$ cat src/rtl/tmr_pkg.sv
package tmr_pkg;

  // Per-channel write strobes sent from the control side to the datapath.
  typedef struct packed {
    logic loadWr;
    logic reloadWr;
    logic ctlWr;
  } chanStrobe_t;

  localparam int unsigned CTL_W = 8;

  // Control field positions.
  localparam int unsigned BIT_EN       = 7;
  localparam int unsigned BIT_PERIODIC = 6;
  localparam int unsigned BIT_PRE_HI   = 3;
  localparam int unsigned BIT_PRE_LO   = 2;
  localparam int unsigned BIT_WIDE     = 1;
  localparam int unsigned BIT_ONESHOT  = 0;
  localparam logic [CTL_W-1:0] CTL_KEEP = 8'hCF;

  // Word selects inside a channel window.
  localparam logic [1:0] SEL_LOAD   = 2'd0;
  localparam logic [1:0] SEL_VALUE  = 2'd1;
  localparam logic [1:0] SEL_CTL    = 2'd2;
  localparam logic [1:0] SEL_RELOAD = 2'd3;

  // Word selects inside the shared window.
  localparam logic [1:0] SEL_MASK = 2'd0;
  localparam logic [1:0] SEL_RAW  = 2'd1;
  localparam logic [1:0] SEL_MIS  = 2'd2;
  localparam logic [1:0] SEL_CLR  = 2'd3;

endpackage

$ cat src/rtl/tmr_channel.sv
module tmr_channel
  import tmr_pkg::*;
#(
  parameter int unsigned CNT_W    = 32,
  parameter int unsigned NARROW_W = 16,
  parameter int unsigned PRE_MID  = 4,
  parameter int unsigned PRE_HI   = 8
) (
  input  logic              clk,
  input  logic              rstN,
  input  chanStrobe_t       stb,
  input  logic [CNT_W-1:0]  wrData,
  output logic [CNT_W-1:0]  curVal,
  output logic [CTL_W-1:0]  ctlVal,
  output logic [CNT_W-1:0]  reloadVal,
  output logic              hit
);

  localparam logic [CNT_W-1:0] NARROW_MASK =
    {{(CNT_W-NARROW_W){1'b0}}, {NARROW_W{1'b1}}};
  localparam logic [PRE_HI-1:0] MID_LAST = PRE_HI'((1 << PRE_MID) - 1);

  logic [CNT_W-1:0]  cntQ;
  logic [CNT_W-1:0]  bgQ;
  logic [CTL_W-1:0]  ctlQ;
  logic [PRE_HI-1:0] preQ;
  logic [PRE_HI-1:0] preLast;
  logic [CNT_W-1:0]  widthMask;
  logic [CNT_W-1:0]  eff;
  logic [CNT_W-1:0]  wrapVal;
  logic              en;
  logic              tick;

  assign en        = ctlQ[BIT_EN];
  assign widthMask = ctlQ[BIT_WIDE] ? '1 : NARROW_MASK;
  assign eff       = cntQ & widthMask;
  assign wrapVal   = ctlQ[BIT_PERIODIC] ? (bgQ & widthMask) : widthMask;

  always_comb begin
    case (ctlQ[BIT_PRE_HI:BIT_PRE_LO])
      2'b00:   preLast = '0;
      2'b01:   preLast = MID_LAST;
      default: preLast = '1;
    endcase
  end

  assign tick = en && (preQ >= preLast);

  // Divider: restarts on disable or immediate load.
  always_ff @(posedge clk or negedge rstN) begin
    if (!rstN)                    preQ <= '0;
    else if (!en || stb.loadWr)   preQ <= '0;
    else if (tick)                preQ <= '0;
    else                          preQ <= preQ + PRE_HI'(1);
  end

  // Count register.
  always_ff @(posedge clk or negedge rstN) begin
    if (!rstN) begin
      cntQ <= '0;
    end else if (stb.loadWr) begin
      cntQ <= wrData & widthMask;
    end else if (tick) begin
      if (eff != '0)                cntQ <= eff - CNT_W'(1);
      else if (!ctlQ[BIT_ONESHOT])  cntQ <= wrapVal;
    end
  end

  // Reload value: set by either load path.
  always_ff @(posedge clk or negedge rstN) begin
    if (!rstN)                             bgQ <= '0;
    else if (stb.loadWr || stb.reloadWr)   bgQ <= wrData;
  end

  always_ff @(posedge clk or negedge rstN) begin
    if (!rstN)           ctlQ <= '0;
    else if (stb.ctlWr)  ctlQ <= wrData[CTL_W-1:0] & CTL_KEEP;
  end

  assign hit       = tick && !stb.loadWr && (eff == CNT_W'(1));
  assign curVal    = eff;
  assign ctlVal    = ctlQ;
  assign reloadVal = bgQ;

  // a disabled channel without a load keeps its count.
  p_hold_when_off_r4: assert property (@(posedge clk) disable iff (!rstN)
    (!en && !stb.loadWr) |=> $stable(cntQ));

  // each tick on a nonzero count steps down by exactly one.
  p_step_one_r4: assert property (@(posedge clk) disable iff (!rstN)
    (tick && !stb.loadWr && !stb.ctlWr && eff != '0) |=> (curVal == $past(eff) - CNT_W'(1)));

  // a one-shot channel resting at zero stays there.
  p_oneshot_rest_r9: assert property (@(posedge clk) disable iff (!rstN)
    (ctlQ[BIT_ONESHOT] && eff == '0 && !stb.loadWr && !stb.ctlWr) |=> (curVal == '0));

  // with a divider above one, no tick comes right after a load.
  p_full_period_r5: assert property (@(posedge clk) disable iff (!rstN)
    (stb.loadWr && en && ctlQ[BIT_PRE_HI:BIT_PRE_LO] != 2'b00) |=> !tick);

endmodule

$ cat src/rtl/tmr_datapath.sv
module tmr_datapath
  import tmr_pkg::*;
#(
  parameter int unsigned NUM_CH   = 4,
  parameter int unsigned CNT_W    = 32,
  parameter int unsigned NARROW_W = 16,
  parameter int unsigned PRE_MID  = 4,
  parameter int unsigned PRE_HI   = 8
) (
  input  logic                          clk,
  input  logic                          rstN,
  input  chanStrobe_t [NUM_CH-1:0]      stb,
  input  logic [CNT_W-1:0]              wrData,
  output logic [NUM_CH-1:0][CNT_W-1:0]  curVal,
  output logic [NUM_CH-1:0][CTL_W-1:0]  ctlVal,
  output logic [NUM_CH-1:0][CNT_W-1:0]  reloadVal,
  output logic [NUM_CH-1:0]             hit
);

  for (genvar ch = 0; ch < NUM_CH; ch++) begin : g_chan
    tmr_channel #(
      .CNT_W    (CNT_W),
      .NARROW_W (NARROW_W),
      .PRE_MID  (PRE_MID),
      .PRE_HI   (PRE_HI)
    ) u_chan (
      .clk       (clk),
      .rstN      (rstN),
      .stb       (stb[ch]),
      .wrData    (wrData),
      .curVal    (curVal[ch]),
      .ctlVal    (ctlVal[ch]),
      .reloadVal (reloadVal[ch]),
      .hit       (hit[ch])
    );
  end

endmodule

$ cat src/rtl/tmr_ctrl.sv
module tmr_ctrl
  import tmr_pkg::*;
#(
  parameter int unsigned NUM_CH = 4,
  parameter int unsigned CNT_W  = 32,
  parameter int unsigned ADDR_W = 8
) (
  input  logic                          clk,
  input  logic                          rstN,
  input  logic [ADDR_W-1:0]             addr,
  input  logic                          wrEn,
  input  logic [NUM_CH-1:0]             clrData,
  input  logic [NUM_CH-1:0][CNT_W-1:0]  curVal,
  input  logic [NUM_CH-1:0][CTL_W-1:0]  ctlVal,
  input  logic [NUM_CH-1:0][CNT_W-1:0]  reloadVal,
  input  logic [NUM_CH-1:0]             hit,
  output chanStrobe_t [NUM_CH-1:0]      stb,
  output logic [CNT_W-1:0]              rdData,
  output logic                          irqOut
);

  localparam int unsigned GRP_W = ADDR_W - 4;

  logic [GRP_W-1:0]  grp;
  logic [1:0]        sel;
  logic              aligned;
  logic              sharedHit;
  logic              sharedWr;
  logic [NUM_CH-1:0] maskQ;
  logic [NUM_CH-1:0] rawQ;
  logic [NUM_CH-1:0] clrBits;

  assign grp       = addr[ADDR_W-1:4];
  assign sel       = addr[3:2];
  assign aligned   = (addr[1:0] == 2'b00);
  assign sharedHit = aligned && (grp == '0);
  assign sharedWr  = wrEn && sharedHit;

  // Strobes towards the datapath.
  for (genvar ch = 0; ch < NUM_CH; ch++) begin : g_stb
    logic chanHit;
    assign chanHit            = wrEn && aligned && (grp == GRP_W'(ch + 1));
    assign stb[ch].loadWr     = chanHit && (sel == SEL_LOAD);
    assign stb[ch].reloadWr   = chanHit && (sel == SEL_RELOAD);
    assign stb[ch].ctlWr      = chanHit && (sel == SEL_CTL);
  end

  assign clrBits = (sharedWr && sel == SEL_CLR) ? clrData : '0;

  always_ff @(posedge clk or negedge rstN) begin
    if (!rstN)                              maskQ <= '0;
    else if (sharedWr && sel == SEL_MASK)   maskQ <= clrData;
  end

  // Event set wins over clear.
  always_ff @(posedge clk or negedge rstN) begin
    if (!rstN) rawQ <= '0;
    else       rawQ <= (rawQ & ~clrBits) | hit;
  end

  assign irqOut = |(rawQ & maskQ);

  always_comb begin
    rdData = '0;
    if (sharedHit) begin
      case (sel)
        SEL_MASK: rdData = CNT_W'(maskQ);
        SEL_RAW:  rdData = CNT_W'(rawQ);
        SEL_MIS:  rdData = CNT_W'(rawQ & maskQ);
        default:  rdData = '0;
      endcase
    end else if (aligned) begin
      for (int ch = 0; ch < NUM_CH; ch++) begin
        if (grp == GRP_W'(ch + 1)) begin
          case (sel)
            SEL_VALUE: rdData = curVal[ch];
            SEL_CTL:   rdData = CNT_W'(ctlVal[ch]);
            default:   rdData = reloadVal[ch];
          endcase
        end
      end
    end
  end

  for (genvar ch = 0; ch < NUM_CH; ch++) begin : g_chk
    // a raw event stays set until its clear bit is written.
    p_raw_sticky_r10: assert property (@(posedge clk) disable iff (!rstN)
      (rawQ[ch] && !clrBits[ch]) |=> rawQ[ch]);
    // a zero crossing always leaves the raw bit set.
    p_hit_sets_r10: assert property (@(posedge clk) disable iff (!rstN)
      hit[ch] |=> rawQ[ch]);
  end

endmodule

$ cat src/rtl/quad_timer.sv
module quad_timer
  import tmr_pkg::*;
#(
  parameter int unsigned NUM_CH   = 4,
  parameter int unsigned CNT_W    = 32,
  parameter int unsigned NARROW_W = 16,
  parameter int unsigned PRE_MID  = 4,
  parameter int unsigned PRE_HI   = 8,
  parameter int unsigned ADDR_W   = 8
) (
  input  logic              clk,
  input  logic              rstN,
  input  logic [ADDR_W-1:0] addr,
  input  logic              wrEn,
  input  logic [CNT_W-1:0]  wrData,
  output logic [CNT_W-1:0]  rdData,
  output logic              irq
);

  chanStrobe_t [NUM_CH-1:0]      stb;
  logic [NUM_CH-1:0][CNT_W-1:0]  curVal;
  logic [NUM_CH-1:0][CTL_W-1:0]  ctlVal;
  logic [NUM_CH-1:0][CNT_W-1:0]  reloadVal;
  logic [NUM_CH-1:0]             hit;

  tmr_ctrl #(
    .NUM_CH (NUM_CH),
    .CNT_W  (CNT_W),
    .ADDR_W (ADDR_W)
  ) u_ctrl (
    .clk       (clk),
    .rstN      (rstN),
    .addr      (addr),
    .wrEn      (wrEn),
    .clrData   (wrData[NUM_CH-1:0]),
    .curVal    (curVal),
    .ctlVal    (ctlVal),
    .reloadVal (reloadVal),
    .hit       (hit),
    .stb       (stb),
    .rdData    (rdData),
    .irqOut    (irq)
  );

  tmr_datapath #(
    .NUM_CH   (NUM_CH),
    .CNT_W    (CNT_W),
    .NARROW_W (NARROW_W),
    .PRE_MID  (PRE_MID),
    .PRE_HI   (PRE_HI)
  ) u_dp (
    .clk       (clk),
    .rstN      (rstN),
    .stb       (stb),
    .wrData    (wrData),
    .curVal    (curVal),
    .ctlVal    (ctlVal),
    .reloadVal (reloadVal),
    .hit       (hit)
  );

endmodule

$ cat config.mk
export PLATFORM = sky130hd
export DESIGN_NAME = quad_timer
export DESIGN_NICKNAME = d
export VERILOG_FILES = /design/src/rtl/tmr_pkg.sv /design/src/rtl/tmr_channel.sv /design/src/rtl/tmr_datapath.sv /design/src/rtl/tmr_ctrl.sv /design/src/rtl/quad_timer.sv
export SDC_FILE = /design/constraint.sdc
export NUM_CORES = 1
export LEC_CHECK = 0
export BUFFER_PORTS_ARGS = -buffer_cell sky130_fd_sc_hd__buf_4
export CAP_MARGIN = 20
export CORE_AREA = 2 2 205 207
export DETAILED_ROUTE_END_ITERATION = 8
export DIE_AREA = 0 0 207 209
export HOLD_SLACK_MARGIN = 0.03
export PLACE_DENSITY = 0.71
export SYNTH_ARGS = -nofsm -noshare
export SYNTH_HDL_FRONTEND = slang
export SYNTH_SLANG_ARGS = --single-unit
$ cat constraint.sdc
create_clock -name clk -period 6.89 [get_ports clk]
set_input_delay 0.3445 -clock clk [delete_from_list [all_inputs] [get_ports clk]]
set_output_delay 0.3445 -clock clk [all_outputs]
set_load 0.02 [all_outputs]
==> flow_summary.toml <==
[sta]
finalCritPeriodShare_pct = 56.3
rsz0062_at_grt = "no"
maxSlewViolCount = 0
setup_violations = 0
tightest_slew_ps = 1100
slew_headroom_pct = 26.4
fin_crit_ps = 3880
final-hold-violation-count = 0
setup_tns_ps = 0
fin_skew_ps = 16.4
fmax_mhz = 258

[global_route]
grt_max_degree = 102
grt_overflow = 0
grt_pass1_wl_microns = 121000
grt_antenna_before_repair = 3
grt_pass1_vias = 19400
grt_usage_pct = 35.9

[routing]
num_vias = 20800
first_pass_iters = 7
vias_per_cell = 6.97
drc_errors = 0
wl_per_cell_microns = 26.6
drtIter0Drc = 2646
postRouteAntennaNets = 0
wl_microns = 79200

[finish]
n_fill_cell = 3712
layout_commonest_cell = "dfrtp_1"
drive_gt1_share_pct = 15.2
final_nets = 2496
antenna_cells = 0
syn2layout_area_growth_pct = 10.2
fin_util_pct = 56.6
most-common-layout-cells = "dfrtp_1, nor2_1, o21ai_0"
multi_input_area_sq_um = 12300
regArea_sq_um = 8010

[placement]
finalWeightedCongestion = 0.965
dp_hpwl_microns = 54800
io_buffers = 75

[logic_synthesis]
syn_nets = 2526
synthDistinctLibCells = 83
ys_ff_latch = 320
avgSynthCellArea_sq_um = 8.69
synth_edf_count = 0
yosysWarnings = 0
synth_ff_type = "dfrtp_1"
netlist_area_sq_um = 21200
async_flop_share_pct = 100
synth_cells = 2442
yosysSeqAreaShare_pct = 37.7

[worst_setup_path]
required_ps = 7290
worstPathArrival_ps = 4280
critPathMaxFanout = 21
worstSetupPathType = "reg2reg"
worstSetupEndpointType = "register"
critPathLaunchType = "register"

[cts]
cts_buffer_depth = 3
cts.reportedPaths.clkPinSlew_ps = 60
clock-sinks = 320
cts_root_buf = "clkbuf_16"
clk_latency_ps = 580
cts.htree.levels = 2
numCtsBuffers = 39
cts_setup_buffers = 0
tritoncts = "done"

[floorplanning]
num_rows = 75
design.core.area_sq_um = 41300
io_pins = 76
start_util_pct = 51.4
die-area_sq_um = 43300
die_h_microns = 209
die_w_microns = 207

[hold_path]
min_path_type = "in2reg"

[run_status]
status = "completed"

[power]
irDropWorstVdd_uv = 233
leakagePower_nw = 9.44
p_per_area_nw_per_um2 = 287

[job]
max_cap_violations = 0
## synth_stat cells (all sizes together) (38+ instances only)
master | number | area, sq um
a22oi | 46 | 350
o22ai | 64 | 400
mux2 | 141 | 1590
nor3 | 54 | 270
nand2 | 180 | 676
a21oi | 174 | 871
ha | 41 | 513
mux2i | 44 | 440
dfrtp | 320 | 8010
a211oi | 58 | 440
clkbuf | 150 | 563
nand3 | 81 | 410
a31oi | 38 | 253
buf | 42 | 228
nor2 | 227 | 852
inv | 58 | 218
o21ai | 222 | 1110
## sequential cells by signal (all words and copies together), names as in the netlist
signal                        cells
u_dp.g_chan.u_chan.ctlVal        24
u_dp.g_chan.u_chan.reloadVal    128
u_ctrl.rawQ                       4
u_dp.g_chan.u_chan.preQ          32
u_dp.g_chan.u_chan.cntQ         128
u_ctrl.maskQ                      4
## per-stage QoR
step                      cells  setup slack, ps  power (mW)  hold WS (ps)  instance area, sq um
after floorplan            2442             4210        3.97          48.9                 21200
after global placement     2907             3210        4.56           457                 22100
after detailed placement   2908             3120        4.61           470                 22100
after CTS                  2979             3120        6.67           104                 23400
after global routing       2980             2830        7.03           128                 23400
final                      2980             3010        6.72           124                 23400
## report_power, final
part | internal [mW] | total [mW] | switching, mW
clock network | 1.18 | 2.05 | 0.868
registers | 2.24 | 2.87 | 0.628
logic | 0.747 | 1.79 | 1.05
total | 4.17 | 6.72 | 2.54
## kinds of logic after synthesis
family | share of synthesized area (%)
flip-flops | 37.7
multiplexers | 9.56
AO/OA/AOI/OAI | 26.1
XOR/XNOR | 1.86
buffers and inverters | 4.77
adder cells (fa/ha/maj) | 2.42
AND/OR/NAND/NOR | 17.6
## final cells by class
| cell class | count | area share [%] |
|---|---|---|
| multi-input combinational | 1871 | 52.4 |
| sequential | 320 | 34.3 |
| clock buffer | 58 | 5.04 |
| timing repair buffer | 121 | 4.09 |
| tap | 539 | 2.88 |
| inverter | 59 | 0.947 |
| clock inverter | 12 | 0.332 |
## routing by layer
| metal | up-vias | GRT usage [%] | wire (microns) |
|---|---|---|---|
| met5 | - | 0 | 13 |
| met4 | 2 | 17.3 | 4100 |
| met3 | 240 | 6.30 | 7620 |
| met2 | 1226 | 56.0 | 35700 |
| met1 | 10200 | 48.4 | 31700 |
| li1 | 9109 | - | - |
## path summary, 6_finish.rpt
kind | from | end | slack (ps) | cells past startpoint
setup / recovery | u_dp.g_chan[2].u_chan.cntQ[19]$_DFFE_PN0P_ | u_dp.g_chan[2].u_chan.cntQ[24]$_DFFE_PN0P_ | 3010 | 8
hold / removal | wrData[2] | u_dp.g_chan[1].u_chan.cntQ[2]$_DFFE_PN0P_ | 120 | 3
setup reg to reg | u_dp.g_chan[2].u_chan.cntQ[19]$_DFFE_PN0P_ | u_dp.g_chan[2].u_chan.cntQ[24]$_DFFE_PN0P_ | 3010 | 8
hold reg to reg | u_dp.g_chan[3].u_chan.preQ[0]$_DFF_PN0_ | u_dp.g_chan[3].u_chan.preQ[0]$_DFF_PN0_ | 500 | 1
max in group asynchronous | rstN | u_dp.g_chan[0].u_chan.ctlVal[1]$_DFFE_PN0P_ | 5000 | 3
min in group asynchronous | rstN | u_dp.g_chan[3].u_chan.preQ[4]$_DFF_PN0_ | 420 | 2
## repair_timing
action | in CTS | in global routing
endpoints found under the setup margin | 0 | 0
hold buffers | 1 | 0
resized for setup | 0 | 0
hold endpoints to repair | 97 | 0
## worst max-delay path, cell delays in order, from the launching register on
cell and delay [ps]:
dfrtp_1 480, or4_4 590, o21ai_2 310, and4_1 780, a21oi_1 240, a21oi_2 710
buf_4 400, a21o_1 160, a31oi_1 40
Note: power is estimated with default switching activity, not from simulation.
